**src/rtl/slidewin_pkg.sv**
```systemverilog
package slidewin_pkg;

    // Lane width carried between stages; wide enough for any supported operand.
    localparam int unsigned LANE_W = 64;

    typedef struct packed {
        logic              vld;
        logic              psel;
        logic [LANE_W-1:0] val;
    } lane_t;

    // Bit position of the window folded by a stage that sees a value of width w.
    function automatic int unsigned step_pos(int unsigned w, int unsigned qw, int unsigned win);
        return (w > qw + win) ? (w - win) : qw;
    endfunction

    // Number of fold stages needed to bring an in_w-bit value down to qw+1 bits.
    function automatic int unsigned fold_count(int unsigned in_w, int unsigned qw, int unsigned win);
        int unsigned w = in_w;
        int unsigned n = 0;
        while (w > qw + 1) begin
            w = step_pos(w, qw, win) + 1;
            n++;
        end
        return n;
    endfunction

    // Window position of fold stage idx.
    function automatic int unsigned fold_pos(int unsigned in_w, int unsigned qw, int unsigned win,
                                             int unsigned idx);
        int unsigned w = in_w;
        int unsigned p = qw;
        for (int unsigned k = 0; k <= idx; k++) begin
            p = step_pos(w, qw, win);
            w = p + 1;
        end
        return p;
    endfunction

endpackage

```
**src/rtl/slidewin_table.sv**
```systemverilog
module slidewin_table
    import slidewin_pkg::*;
#(
    parameter int unsigned    QW  = 30,
    parameter int unsigned    WIN = 6,
    parameter longint unsigned Q0 = 64'd1073741789,
    parameter longint unsigned Q1 = 64'd536903681
) (
    input  logic           psel,
    input  logic [WIN-1:0] idx,
    output logic [QW-1:0]  res
);
    localparam int unsigned N_ENT = 1 << WIN;

    logic [QW-1:0] tab_a [N_ENT];
    logic [QW-1:0] tab_b [N_ENT];

    // Entry e holds e * 2^QW reduced by each modulus, fixed at elaboration.
    for (genvar e = 0; e < N_ENT; e++) begin : g_ent
        assign tab_a[e] = QW'((64'(e) << QW) % Q0);
        assign tab_b[e] = QW'((64'(e) << QW) % Q1);
    end

    assign res = psel ? tab_b[idx] : tab_a[idx];

endmodule

```
**src/rtl/slidewin_fold.sv**
```systemverilog
module slidewin_fold
    import slidewin_pkg::*;
#(
    parameter int unsigned    POS = 54,
    parameter int unsigned    QW  = 30,
    parameter int unsigned    WIN = 6,
    parameter longint unsigned Q0 = 64'd1073741789,
    parameter longint unsigned Q1 = 64'd536903681
) (
    input  logic  clk,
    input  logic  rst,
    input  lane_t d,
    output lane_t q
);
    localparam logic [LANE_W-1:0] LOW_MASK = (LANE_W'(1) << POS) - LANE_W'(1);

    logic [WIN-1:0]    win_bits;
    logic [QW-1:0]     win_res;
    logic [LANE_W-1:0] folded;

    assign win_bits = d.val[POS +: WIN];

    slidewin_table #(
        .QW (QW),
        .WIN(WIN),
        .Q0 (Q0),
        .Q1 (Q1)
    ) u_tab (
        .psel(d.psel),
        .idx (win_bits),
        .res (win_res)
    );

    // Window w at weight 2^POS is congruent to (w*2^QW mod q) at weight 2^(POS-QW).
    assign folded = (LANE_W'(win_res) << (POS - QW)) + (d.val & LOW_MASK);

    always_ff @(posedge clk) begin
        if (rst) begin
            q <= '0;
        end else begin
            q.vld  <= d.vld;
            q.psel <= d.psel;
            q.val  <= folded;
        end
    end

endmodule

```
**src/rtl/slidewin_final.sv**
```systemverilog
module slidewin_final
    import slidewin_pkg::*;
#(
    parameter int unsigned    QW = 30,
    parameter longint unsigned Q0 = 64'd1073741789,
    parameter longint unsigned Q1 = 64'd536903681
) (
    input  logic          clk,
    input  logic          rst,
    input  lane_t         d,
    output logic          out_vld,
    output logic          out_psel,
    output logic [QW-1:0] out_res
);
    localparam int unsigned DW = QW + 2;

    logic [DW-1:0] x_ext;
    logic [DW-1:0] q_one;
    logic [DW-1:0] q_two;
    logic [DW-1:0] less_one;
    logic [DW-1:0] less_two;
    logic [QW-1:0] pick;

    assign x_ext    = {1'b0, d.val[QW:0]};
    assign q_one    = d.psel ? DW'(Q1) : DW'(Q0);
    assign q_two    = q_one << 1;
    assign less_one = x_ext - q_one;
    assign less_two = x_ext - q_two;

    // Both trial subtractions run in parallel; the smallest non-negative wins.
    always_comb begin
        if (!less_two[DW-1]) begin
            pick = less_two[QW-1:0];
        end else if (!less_one[DW-1]) begin
            pick = less_one[QW-1:0];
        end else begin
            pick = x_ext[QW-1:0];
        end
    end

    always_ff @(posedge clk) begin
        if (rst) begin
            out_vld  <= 1'b0;
            out_psel <= 1'b0;
            out_res  <= '0;
        end else begin
            out_vld  <= d.vld;
            out_psel <= d.psel;
            out_res  <= pick;
        end
    end

endmodule

```
**src/rtl/slidewin_modred.sv**
```systemverilog
module slidewin_modred
    import slidewin_pkg::*;
#(
    parameter int unsigned    IN_W = 60,
    parameter int unsigned    QW   = 30,
    parameter int unsigned    WIN  = 6,
    parameter longint unsigned Q0  = 64'd1073741789,
    parameter longint unsigned Q1  = 64'd536903681
) (
    input  logic            clk,
    input  logic            rst,
    input  logic            in_vld,
    input  logic            in_psel,
    input  logic [IN_W-1:0] in_val,
    output logic            out_vld,
    output logic            out_psel,
    output logic [QW-1:0]   out_res
);
    localparam int unsigned N_FOLD = fold_count(IN_W, QW, WIN);

    lane_t chain [N_FOLD+1];

    assign chain[0].vld  = in_vld;
    assign chain[0].psel = in_psel;
    assign chain[0].val  = LANE_W'(in_val);

    for (genvar i = 0; i < N_FOLD; i++) begin : g_fold
        slidewin_fold #(
            .POS(fold_pos(IN_W, QW, WIN, i)),
            .QW (QW),
            .WIN(WIN),
            .Q0 (Q0),
            .Q1 (Q1)
        ) u_fold (
            .clk(clk),
            .rst(rst),
            .d  (chain[i]),
            .q  (chain[i+1])
        );
    end

    slidewin_final #(
        .QW(QW),
        .Q0(Q0),
        .Q1(Q1)
    ) u_final (
        .clk     (clk),
        .rst     (rst),
        .d       (chain[N_FOLD]),
        .out_vld (out_vld),
        .out_psel(out_psel),
        .out_res (out_res)
    );

endmodule

```
**config.mk**
```make
export PLATFORM = sky130hd
export DESIGN_NAME = slidewin_modred
export DESIGN_NICKNAME = d
export VERILOG_FILES = /design/src/rtl/slidewin_pkg.sv /design/src/rtl/slidewin_table.sv /design/src/rtl/slidewin_fold.sv /design/src/rtl/slidewin_final.sv /design/src/rtl/slidewin_modred.sv
export SDC_FILE = /design/constraint.sdc
export NUM_CORES = 1
export LEC_CHECK = 0
export BUFFER_PORTS_ARGS = -buffer_cell sky130_fd_sc_hd__buf_2
export CAP_MARGIN = 20
export CORE_MARGIN = 1.5
export CORE_UTILIZATION = 40
export CTS_CLUSTER_DIAMETER = 120
export CTS_CLUSTER_SIZE = 20
export DETAILED_ROUTE_END_ITERATION = 10
export GPL_TIMING_DRIVEN = 0
export HOLD_SLACK_MARGIN = 0.15
export PLACE_DENSITY = 0.54
export SETUP_SLACK_MARGIN = 0.4
export SLEW_MARGIN = 25
export SYNTH_ARGS = -nofsm -noshare
export SYNTH_HDL_FRONTEND = slang
export SYNTH_SLANG_ARGS = --single-unit
```
**constraint.sdc**
```tcl
create_clock -name clk -period 5 [get_ports clk]
set_clock_uncertainty 0.1 [all_clocks]
set_input_delay 0.5 -clock clk [delete_from_list [all_inputs] [get_ports clk]]
set_output_delay 0.5 -clock clk [all_outputs]
set_load 0.01 [all_outputs]
```
==> impl_results.md, run 1 <==
- Status: finished clean
- Depth of the worst register-to-register path: 21
- Worst-Margin Slew: between 1 and 1.5 ns
- Max Clk Rate: 0.229 GHz
- Syn nets: approximately 3200
- Most frequent cells in the layout: 315 x nor2_1, 288 x dfxtp_1, 264 x ha_1
- Most common cell after layout, fill and taps aside: nor2_1
- Grt ovf: 0
- Min Hold Slack: between 0.2 and 0.25 ns
- HP Class: in -> reg
- Die Footprint: 59000 um2
- Critical Path Start Type: flop
- RSZ-0062 raised after global routing: yes
- Half-perimeter wire length after placement: around 55000 um
- Static Leak: 11.7 nW
- IO Count: 96
- Via/cell ratio: between 5 and 6
- Final #Nets: between 3000 and 4000
- Final Hold Vio Count: 0
- Hold-critical path endpoint: g_fold[0].u_fold.q[39]
- Die W: 243 um
- Ratio of cells with drive above 1 in the final layout: 10.4%
- # fillers: around 5800
- Pin count of the biggest net entering global routing: 30
- CTS clk-pin slew, worst paths: 0.09 ns
- Cell count after synthesis: 2889
- Initial antenna violation count: 2
- Synth Warn #: 0
- Die Y: between 200 and 250 um
- Post-layout min period: around 4.4 ns
- Tot GR Track Use: approximately a quarter
- WHS Path Cells: 3
- IO buf count: 94
- RD Place Congestion: 0.917
- Per-cell routed wire length: about 19 um
- Crit path from: g_fold[3].u_fold.q[34]
- Cell Pwr Density: around 280 nW/um2
- Ys flop type: dfxtp_1
- TritonCTS Sinks: 300
- Total clock buffers created by CTS: 19
- Max cap viols: 0
- Post-synth EDFFs: 0
- Avg Inst Size Synth: 7.96 um2
- Vias in the first global route: ~21000
- Cell taking the most area after synthesis: dfxtp_1
- Clk Tree Root Cell: clkbuf_16
- Longest Clk Path Bufs: 3
- Worst EP arrival: 4.70 ns
- Final Max Slew Viols: 0
- Std cell rows: 87
- Initial drt markers: ~1600
- Critical Path End Type: flop
- Top cell type's share of synthesized area: a little over a quarter
- Layout area overhead: 12.5%
- Relative slew slack: 30.2%
- Final Setup Violations: 0
- Req. time, crit path: roughly 5.3 ns
- Starting density of the core: ~40%
- Final Cycle Share: 87.5%
- Final WS setup: 0.624 ns
- Synth Register Bits: 300
- Reg2reg end: g_fold[4].u_fold.q[31]
- Final ANT Viol Nets: 0
- Worst-Skew Late Latency: 0.56 ns
- Post-route DRC: 0
- Core ar.: 56600 um2
- H-tree depth: 1
- Seq/Total Area, Yosys: a little over a quarter
- Netlist cell types: 93
- CTS tree: done
- Hold_sp: in_val[39]
- Setup WS pre-CTS: -0.390 ns
- DRT Pass-1 Iters: 6
- CP Max Fanout: 9
- Peak VDD IR: between 0.2 and 0.25 mV
- DR vias: between 20000 and 25000
- CP Class: reg -> reg
- Drt total wl: 70900 um
- R2R setup slack: between 0.6 and 0.7 ns
- Async SR Flop Fraction: 0%
- Post-Syn Area: between 20000 and 25000 um2
- First-pass GRT wire length: approximately 110000 um
- Synth area leaders: dfxtp_1 26%, ha_1 15%, a21oi_1 5.2%
- R2R Path Start: g_fold[3].u_fold.q[34]
-- sequential cells by signal, indices dropped and copies added (netlist names) --
name	count
g_fold.u_fold.q	268
u_final.out_psel	1
u_final.out_res	30
u_final.out_vld	1
-- metrics by stage --
stage | total power [mW] | utilization, % | cell area (um2) | TNS [ns] | cells
after global placement | 5.63 | 43.1 | 24400 | -7.28 | 3739
after detailed placement | 5.64 | 43.2 | 24400 | -1.60 | 3739
after CTS | 7.28 | 44.8 | 25300 | 0 | 3791
after global routing | 7.86 | 45.7 | 25900 | 0 | 3830
final | 7.34 | 45.7 | 25900 | 0 | 3831
after floorplan | 4.90 | - | 23000 | 0 | 2889
-- metal layers --
metal	GRT usage [%]	vias up	part of all wire, %
li1	-	10800	-
met1	30.7	10200	46
met2	40.8	464	48
met3	2.20	75	3.9
met4	5.39	2	1.7
met5	0	-	0.013
-- report_power, final --
part | total (mW) | internal (mW) | switching (mW)
Sequential | 2.90 | 2.69 | 0.213
Clock | 1.56 | 0.695 | 0.869
Combinational | 2.88 | 1.18 | 1.70
-- how the worst max path moves through the flow --
stage / end / slack [ns] / cells past startpoint
after floorplan: g_fold[0].u_fold.q[52] / 0.65 / 16
after detailed placement: g_fold[0].u_fold.q[52] / -0.39 / 17
final: g_fold[4].u_fold.q[31] / 0.62 / 21
after global placement: g_fold[0].u_fold.q[52] / -0.89 / 17
after CTS: g_fold[4].u_fold.q[31] / 0.33 / 21
after global routing: g_fold[1].u_fold.q[48] / 0.36 / 17
-- cells in the mapped netlist (all sizes together), types with 6 or more instances --
library cell and instances:
a311oi 6, and4 6, a21boi 10, nand2b 24, xor2 84, o211ai 20
or2 17, nor3b 12, a221oi 23, nor2 317, ha 268, a21o 130
a41o 6, nand3 52, o31a 6, o22ai 13, a211o 12, o21a 33
xnor2 87, mux2i 22, a31oi 50, fa 6, o311ai 15, buf 28
nor3 68, o21ai 192, and3 35, a41oi 9, a2111oi 7, o21bai 31
o31ai 17, mux2 13, and2 26, o221ai 9, nand2 180, inv 98
or3 21, a21oi 240, nand4 29, clkbuf 108, nor2b 136, a211oi 54
dfxtp 300
-- area by class of cell --
type	instances	area (um2)	share of cell area, %
clock buffers	19	475	1.84
diodes	1	2.50	0.00967
plain buffers	136	582	2.25
multi-input cells	2350	16300	63.1
repair buffers	162	1050	4.04
flip-flops and latches	300	6040	23.3
inverters	103	419	1.62
clock inverters	4	35.0	0.135
well taps	756	946	3.66
-- logic make-up (layout without fill, tap and decap cells) --
kind of cell,count (synthesis),after routing,synth area share (%)
compound gates,921,921,26.3
mux,38,38,1.89
buf+inv,239,424,4.06
xor+xnor,171,171,6.51
other cells,0,1,0
fa+ha+maj,275,275,15.1
simple gates,945,945,20.0
flops,300,300,26.1
-- critical path: stages, from the launching register on --
cell and delay (ns):
dfxtp_4 0.42, clkinvlp_4 0.14, ha_1 0.30, buf_2 0.18, inv_4 0.10, nor2_1 0.05
a31oi_1 0.20, o21ai_0 0.12, a21oi_1 0.17, a21oi_1 0.11, a21o_1 0.21, ha_1 0.26
clkbuf_4 0.18, a21oi_4 0.15, nand2_1 0.09, a31o_2 0.22, a21oi_4 0.17, a2111oi_4 0.12
o21ai_2 0.23, a21oi_2 0.10, a31oi_1 0.20, mux2_2 0.40
-- timing repair --
action                                 4_1_cts  5_1_grt
endpoints found under the hold margin       27        0
hold buffers                                26        0
pin swaps                                    3       15
gates resized for setup                     37       88
setup endpoints to repair                   51       61
buffers inserted                             3       39
gates cloned                                 0        0
No activity file was read; power rests on OpenSTA's default activity.
==> inputs of run 2 (changes only) <==
--- a/config.mk
+++ b/config.mk
@@ -14,9 +14,10 @@
 export DETAILED_ROUTE_END_ITERATION = 10
 export GPL_TIMING_DRIVEN = 0
 export HOLD_SLACK_MARGIN = 0.15
-export PLACE_DENSITY = 0.54
+export PLACE_DENSITY = 0.58
 export SETUP_SLACK_MARGIN = 0.4
 export SLEW_MARGIN = 25
 export SYNTH_ARGS = -nofsm -noshare
 export SYNTH_HDL_FRONTEND = slang
+export SYNTH_HIERARCHICAL = 1
 export SYNTH_SLANG_ARGS = --single-unit
==> run 2 against run 1 <==
Worst hold slack better by 0.13 ns. Via count up 14%. Design area is 12% higher. Utilization is 1.5 points lower. Synthesized cell count grew 15%. First-iteration DRC count is 18% higher. Sequential power increased by 3%. Critical path type unchanged. Critical endpoint is now g_fold[2].u_fold/q[40].
==> impl_results.md, run 2 <==
- RSZ-0062 raised after global routing: no
- Post-Syn Area: 26700 um2 (+16%)
- Grt ovf: 0 (unchanged)
- Cell count after synthesis: 3330 (+15%)
- First-pass GRT wire length: 127000 um (+13%)
- Die Footprint: 68300 um2 (+16%)
- Fin util: 44.2% (-1.5 points)
- Worst path buffer plus inverter count: 1 (-3)
- Final Hold Vio Count: 0 (unchanged)
- Clock power frac: 18.1% (-3.2 points)
- Cells along the critical path: inv_1 > ha_1 > nor4b_4 > a21o_2 > o21ai_0 > ha_2 > fa_1 > a211oi_2 > o21ai_2 > a211oi_1 > nor2_1 > a41oi_2 > mux2_1
- Critical Path Start Type: flop
- Pin count of the biggest net entering global routing: 30 (unchanged)
- Final #Nets: 3814 (+12%)
- Via/cell ratio: 5.66 (+0.66%)
- Layout area overhead: 8.94%
- Final Setup Violations: 0 (unchanged)
- Half-perimeter wire length after placement: 63300 um (+15%)
- HP Class: reg -> reg
- Net Sw Frac: 41.1% (+3.2 points)
- Crit path max-delay family: compound AO/OA/AOI/OAI gates
- Tot GR Track Use: 22.8% (-0.47 points)
- Max reg flops: 268 (unchanged)
- Req. time, crit path: 5.33 ns (about the same)
- Most frequent cells in the layout: 346 x nor2_1, 299 x dfxtp_1, 267 x a21oi_1
- Synth Warn #: 6 (+6)
- Worst EP arrival: 4.71 ns (about the same)
- Drt total wl: 79200 um (+12%)
- Critical Path End Type: flop
- Per-cell routed wire length: 18.2 um (-1.5%)
- Ratio of cells with drive above 1 in the final layout: 13.0% (+2.6 points)
- Status: finished clean
- Regs by FF count: g_fold.u_fold/q: 268 flops, u_final/out_res: 30 flops
- Max incr delay on CP: 0.44 ns (+0.02 ns)
- RD Place Congestion: 0.943 (+2.9%)
- N_diodes: 0 (-1)
- CP Max Fanout: 10 (+1)
- Total setup buffers inserted after CTS: 0 (-3)
- CP max-delay cell: fa_1
- Final Max Slew Viols: 0 (unchanged)
- Sequential share of power: 35.1% (-4.4 points)
- Initial drt markers: 1852 (+18%)
- CP Class: reg -> reg
- Longest Clk Path Bufs: 3 (unchanged)
- Vias in the first global route: 23700 (+14%)
- IO buf count: 95 (+1.1%)
- Post-route DRC: 0 (unchanged)
- Worst-Skew Late Latency: 0.54 ns (-0.02 ns)
- Static Leak: 12.6 nW (+8.0%)
- Max Clk Rate: 0.229 GHz (about the same)
- Most common cell after layout, fill and taps aside: nor2_1
- H-tree depth: 1 (unchanged)
- Max cap viols: 0 (unchanged)
- Relative slew slack: 44.2% (+14 points)
- Post-layout min period: 4.38 ns (-0.000616 ns)
- Cell Pwr Density: 294 nW/um2 (+3.6%)
- Avg Inst Size Synth: 8.02 um2 (+0.70%)
- Switching power: 3.51 mW (+26%)
- Clk Tree Root Cell: clkbuf_16
- Largest register by flop count: g_fold.u_fold/q
- Starting density of the core: 40.5% (-0.099 points)
- TritonCTS Sinks: 300 (unchanged)
- IO Count: 96 (unchanged)
- DRT Pass-1 Iters: 5 (-1)
- Final Cycle Share: 87.5% (about the same)
- CTS clk-pin slew, worst paths: 0.09 ns (about the same)
- Core ar.: 65900 um2 (+16%)
- Die Y: 261 um (+7.6%)
- Comb pwr share: 46.9% (+7.7 points)
- Total clock buffers created by CTS: 19 (unchanged)
- Die W: 261 um (+7.6%)
- Final ANT Viol Nets: 0 (unchanged)
- Initial antenna violation count: 0 (-2)
- Std cell rows: 94 (+8.0%)
- Setup Total Neg Slack: 0 ns (unchanged)
- Peak VDD IR: 0.186 mV (-12%)
- # fillers: 6793 (+18%)
- Worst-Margin Slew: 0.815 ns (-0.231 ns)
- CTS tree: done
- Internal power: 5.03 mW (+10%)
- DR vias: 24600 (+14%)
[run 2: worst paths after layout]
| kind | slack (ns) | start | end | depth (start not counted) |
|---|---|---|---|---|
| max | 0.62 | g_fold[1].u_fold/q[44] | g_fold[2].u_fold/q[40] | 13 |
| min | 0.34 | g_fold[1].u_fold/q[7] | g_fold[2].u_fold/q[7] | 1 |
| max reg2reg | 0.62 | g_fold[1].u_fold/q[44] | g_fold[2].u_fold/q[40] | 13 |
| min reg2reg | 0.34 | g_fold[1].u_fold/q[7] | g_fold[2].u_fold/q[7] | 1 |
[run 2: layout make-up]
type	instances	area [um2]	share of cell area, %
plain buffers	243	1510	5.18
clock buffers	21	493	1.69
clock inverters	3	28.8	0.0989
inverters	96	360	1.24
multi-input cells	2697	18900	64.9
flip-flops and latches	300	6010	20.7
well taps	864	1080	3.72
repair buffers	121	736	2.53
[run 2: routing by layer]
layer / up-vias / routed length (um) / global-route usage, %
met5: - / 0 / 0
met4: 0 / 2090 / 6.02
met3: 108 / 3100 / 1.59
met2: 626 / 38100 / 40.5
met1: 11500 / 36000 / 29.8
li1: 12400 / - / -
[run 2: repair_timing]
item / 4_1_cts / 5_1_grt
hold buffers: 26 / 0
endpoints found under the hold margin: 26 / 0
resized for setup: 0 / 5
setup endpoints to repair: 0 / 6
[run 2: stage by stage]
step | power, mW | cell area (um2) | instances | setup WS [ns] | hold WS [ns]
3_3_place_gp | 6.98 | 28300 | 4295 | 0.429 | 0.321
4_1_cts | 8.58 | 29100 | 4345 | 0.571 | 0.322
6_report | 8.55 | 29100 | 4345 | 0.625 | 0.337
2_1_floorplan | 5.95 | 26700 | 3336 | 1.35 | 0.314
5_1_grt | 9.15 | 29100 | 4345 | 0.426 | 0.339
3_5_place_dp | 6.97 | 28300 | 4295 | 0.483 | 0.320
[run 2: power by group through the flow]
stage / logic [mW] / registers, mW / clock network [mW]
after floorplan: 3.00 / 2.94 / 0
after global placement: 3.91 / 3.06 / 0
after detailed placement: 3.91 / 3.06 / 0
after CTS: 3.96 / 3.01 / 1.62
after global routing: 4.43 / 3.04 / 1.69
final: 4.00 / 3.00 / 1.54
==> inputs of run 3 (changes only) <==
--- a/config.mk
+++ b/config.mk
@@ -8,13 +8,13 @@
 export BUFFER_PORTS_ARGS = -buffer_cell sky130_fd_sc_hd__buf_2
 export CAP_MARGIN = 20
 export CORE_MARGIN = 1.5
-export CORE_UTILIZATION = 40
+export CORE_UTILIZATION = 45
 export CTS_CLUSTER_DIAMETER = 120
 export CTS_CLUSTER_SIZE = 20
 export DETAILED_ROUTE_END_ITERATION = 10
 export GPL_TIMING_DRIVEN = 0
 export HOLD_SLACK_MARGIN = 0.15
-export PLACE_DENSITY = 0.58
+export PLACE_DENSITY = 0.64
 export SETUP_SLACK_MARGIN = 0.4
 export SLEW_MARGIN = 25
 export SYNTH_ARGS = -nofsm -noshare
==> run 3 against run 2 <==
Count of clock-buffer cells in the layout shrank 3. Total power shrank 1.4%. Global-route usage up 2.2 points.
==> impl_results.md, run 3 (synthesis results as in run 2) <==
- Clk Tree Root Cell: clkbuf_16
- Std cell rows: 89 (-5.3%)
- Longest Clk Path Bufs: 3 (unchanged)
- Per-cell routed wire length: 18.2 um (-0.42%)
- Regs by FF count: g_fold.u_fold/q: 268 flops, u_final/out_res: 30 flops
- Non-filler instance count after layout: 4249 (-2.2%)
- Static Leak: 12.6 nW (-0.21%)
- Largest register by flop count: g_fold.u_fold/q
- Status: finished clean
- Relative slew slack: 48.0% (+3.8 points)
- Via/cell ratio: 5.82 (+2.8%)
- IO Count: 96 (unchanged)
- HP Class: in -> reg
- Final Setup Violations: 0 (unchanged)
- CP Max Fanout: 10 (unchanged)
- Post-route DRC: 0 (unchanged)
- Total power draw: 8.43 mW (-1.4%)
- Pin count of the biggest net entering global routing: 30 (unchanged)
- DR vias: 24700 (+0.55%)
- Drt total wl: 77100 um (-2.6%)
- Layout area overhead: 8.29%
- Post-route design area: 28900 um2 (-0.59%)
- Peak VDD IR: 0.306 mV (+65%)
- Die W: 247 um (-5.7%)
- Max reg flops: 268 (unchanged)
- DRT Pass-1 Iters: 6 (+1)
- Starting density of the core: 45.4% (+4.9 points)
- Final Cycle Share: 87.3% (-0.23 points)
- Critical Path End Type: flop
- # fillers: 5947 (-12%)
- First-pass GRT wire length: 124000 um (-2.1%)
- Initial drt markers: 1625 (-12%)
- Total clock buffers created by CTS: 18 (-1)
- Critical Path Start Type: flop
- Tot GR Track Use: 25.1% (+2.2 points)
- Sequential share of power: 35.6% (+0.5 points)
- Half-perimeter wire length after placement: 61400 um (-3.0%)
- DP Cell Count: 4204 (-2.1%)
- N_diodes: 0 (unchanged)
- Max Clk Rate: 0.229 GHz (+0.26%)
- Area of the multi-input gates: 18900 um2 (about the same)
- Clock power frac: 17.1% (-1.0 points)
- R2R setup slack: 0.64 ns (about the same)
- Most common cell after layout, fill and taps aside: nor2_1
- H-tree depth: 1 (unchanged)
- Final Max Slew Viols: 0 (unchanged)
- Max cap viols: 0 (unchanged)
- Placed Instance Area: 28200 um2 (-0.40%)
- CP Class: reg -> reg
- Final ANT Viol Nets: 0 (unchanged)
- Worst-Margin Slew: 0.780 ns (-0.0355 ns)
- CTS clk-pin slew, worst paths: 0.09 ns (about the same)
- Worst EP arrival: 4.68 ns (-0.03 ns)
- Comb pwr share: 47.4% (+0.5 points)
- TritonCTS Sinks: 300 (unchanged)
- Cell Pwr Density: 292 nW/um2 (-0.77%)
- Net Sw Frac: 41.0% (-0.087 points)
- Post-layout min period: 4.36 ns (-0.0114 ns)
- Initial antenna violation count: 1 (+1)
- Register area: 6010 um2 (unchanged)
- Most frequent cells in the layout: 346 x nor2_1, 299 x dfxtp_1, 267 x a21oi_1
- Core ar.: 58800 um2 (-11%)
- Die Y: 247 um (-5.7%)
- Ratio of cells with drive above 1 in the final layout: 12.9% (-0.13 points)
- Setup Total Neg Slack: 0 ns (unchanged)
- CTS tree: done
- Final Hold Vio Count: 0 (unchanged)
- Switching power: 3.46 mW (-1.6%)
- Vias in the first global route: 23600 (-0.33%)
- RSZ-0062 raised after global routing: yes
- Die Footprint: 60800 um2 (-11%)
- Req. time, crit path: 5.31 ns (-0.02 ns)
- IO buf count: 95 (unchanged)
- Final #Nets: 3813 (-0.026%)
- Internal power: 4.97 mW (-1.2%)
- Grt ovf: 0 (unchanged)
- Worst-Skew Late Latency: 0.55 ns (about the same)
- RD Place Congestion: 0.968 (+2.7%)
## run 3: worst max-delay path: stages, from the launching register on
cell and delay (ns):
dfxtp_1 0.46, inv_1 0.27, ha_1 0.31, nor4b_4 0.32
a21o_2 0.28, o21ai_0 0.17, ha_1 0.25, fa_1 0.44
a211oi_2 0.27, o21ai_1 0.19, a21oi_2 0.31, o31ai_4 0.14
o31ai_1 0.28, xor2_1 0.13, nor2_1 0.31
## run 3: metal layers
metal	global-route usage, %	part of all wire [%]	routed length (um)
met2	44.2	48	37100
met4	8.68	3.7	2860
met1	31.9	44	33700
met3	1.98	4.4	3430
met5	0	0.010	8
## run 3: worst paths after layout
path / start / endpoint / depth (start not counted)
max: g_fold[2].u_fold/q[39] / g_fold[3].u_fold/q[35] / 14
min: in_val[24] / g_fold[0].u_fold/q[24] / 3
max reg2reg: g_fold[2].u_fold/q[39] / g_fold[3].u_fold/q[35] / 14
min reg2reg: g_fold[1].u_fold/q[8] / g_fold[2].u_fold/q[8] / 1
## run 3: cell type report
type                    count  share of cell area, %
clock inverters             1                 0.0563
repair buffers            121                   2.54
multi-input cells        2697                   65.3
well taps                 773                   3.34
inverters                  96                   1.25
plain buffers             243                   5.21
clock buffers              18                   1.56
flip-flops and latches    300                   20.8
## run 3: stage by stage
step / setup slack, ns / util [%] / hold WS (ns)
after floorplan: 1.35 / - / 0.314
after global placement: 0.523 / 47.9 / 0.320
after detailed placement: 0.551 / 47.9 / 0.321
after CTS: 0.538 / 49.1 / 0.261
after global routing: 0.381 / 49.2 / 0.272
final: 0.636 / 49.2 / 0.279
## run 3: repair_timing
item,CTS,global route
setup endpoints to repair,0,8
resized for setup,0,5
endpoints found under the hold margin,26,0
buffers inserted,0,0
hold buffers,26,0
## run 3: power by group through the flow
stage	Clock, mW	Sequential, mW	Combinational [mW]
6_report	1.44	3.00	3.99
5_1_grt	1.57	3.04	4.42
4_1_cts	1.50	3.01	3.94
3_5_place_dp	0	3.06	3.90
3_3_place_gp	0	3.06	3.89
2_1_floorplan	0	2.94	3.00
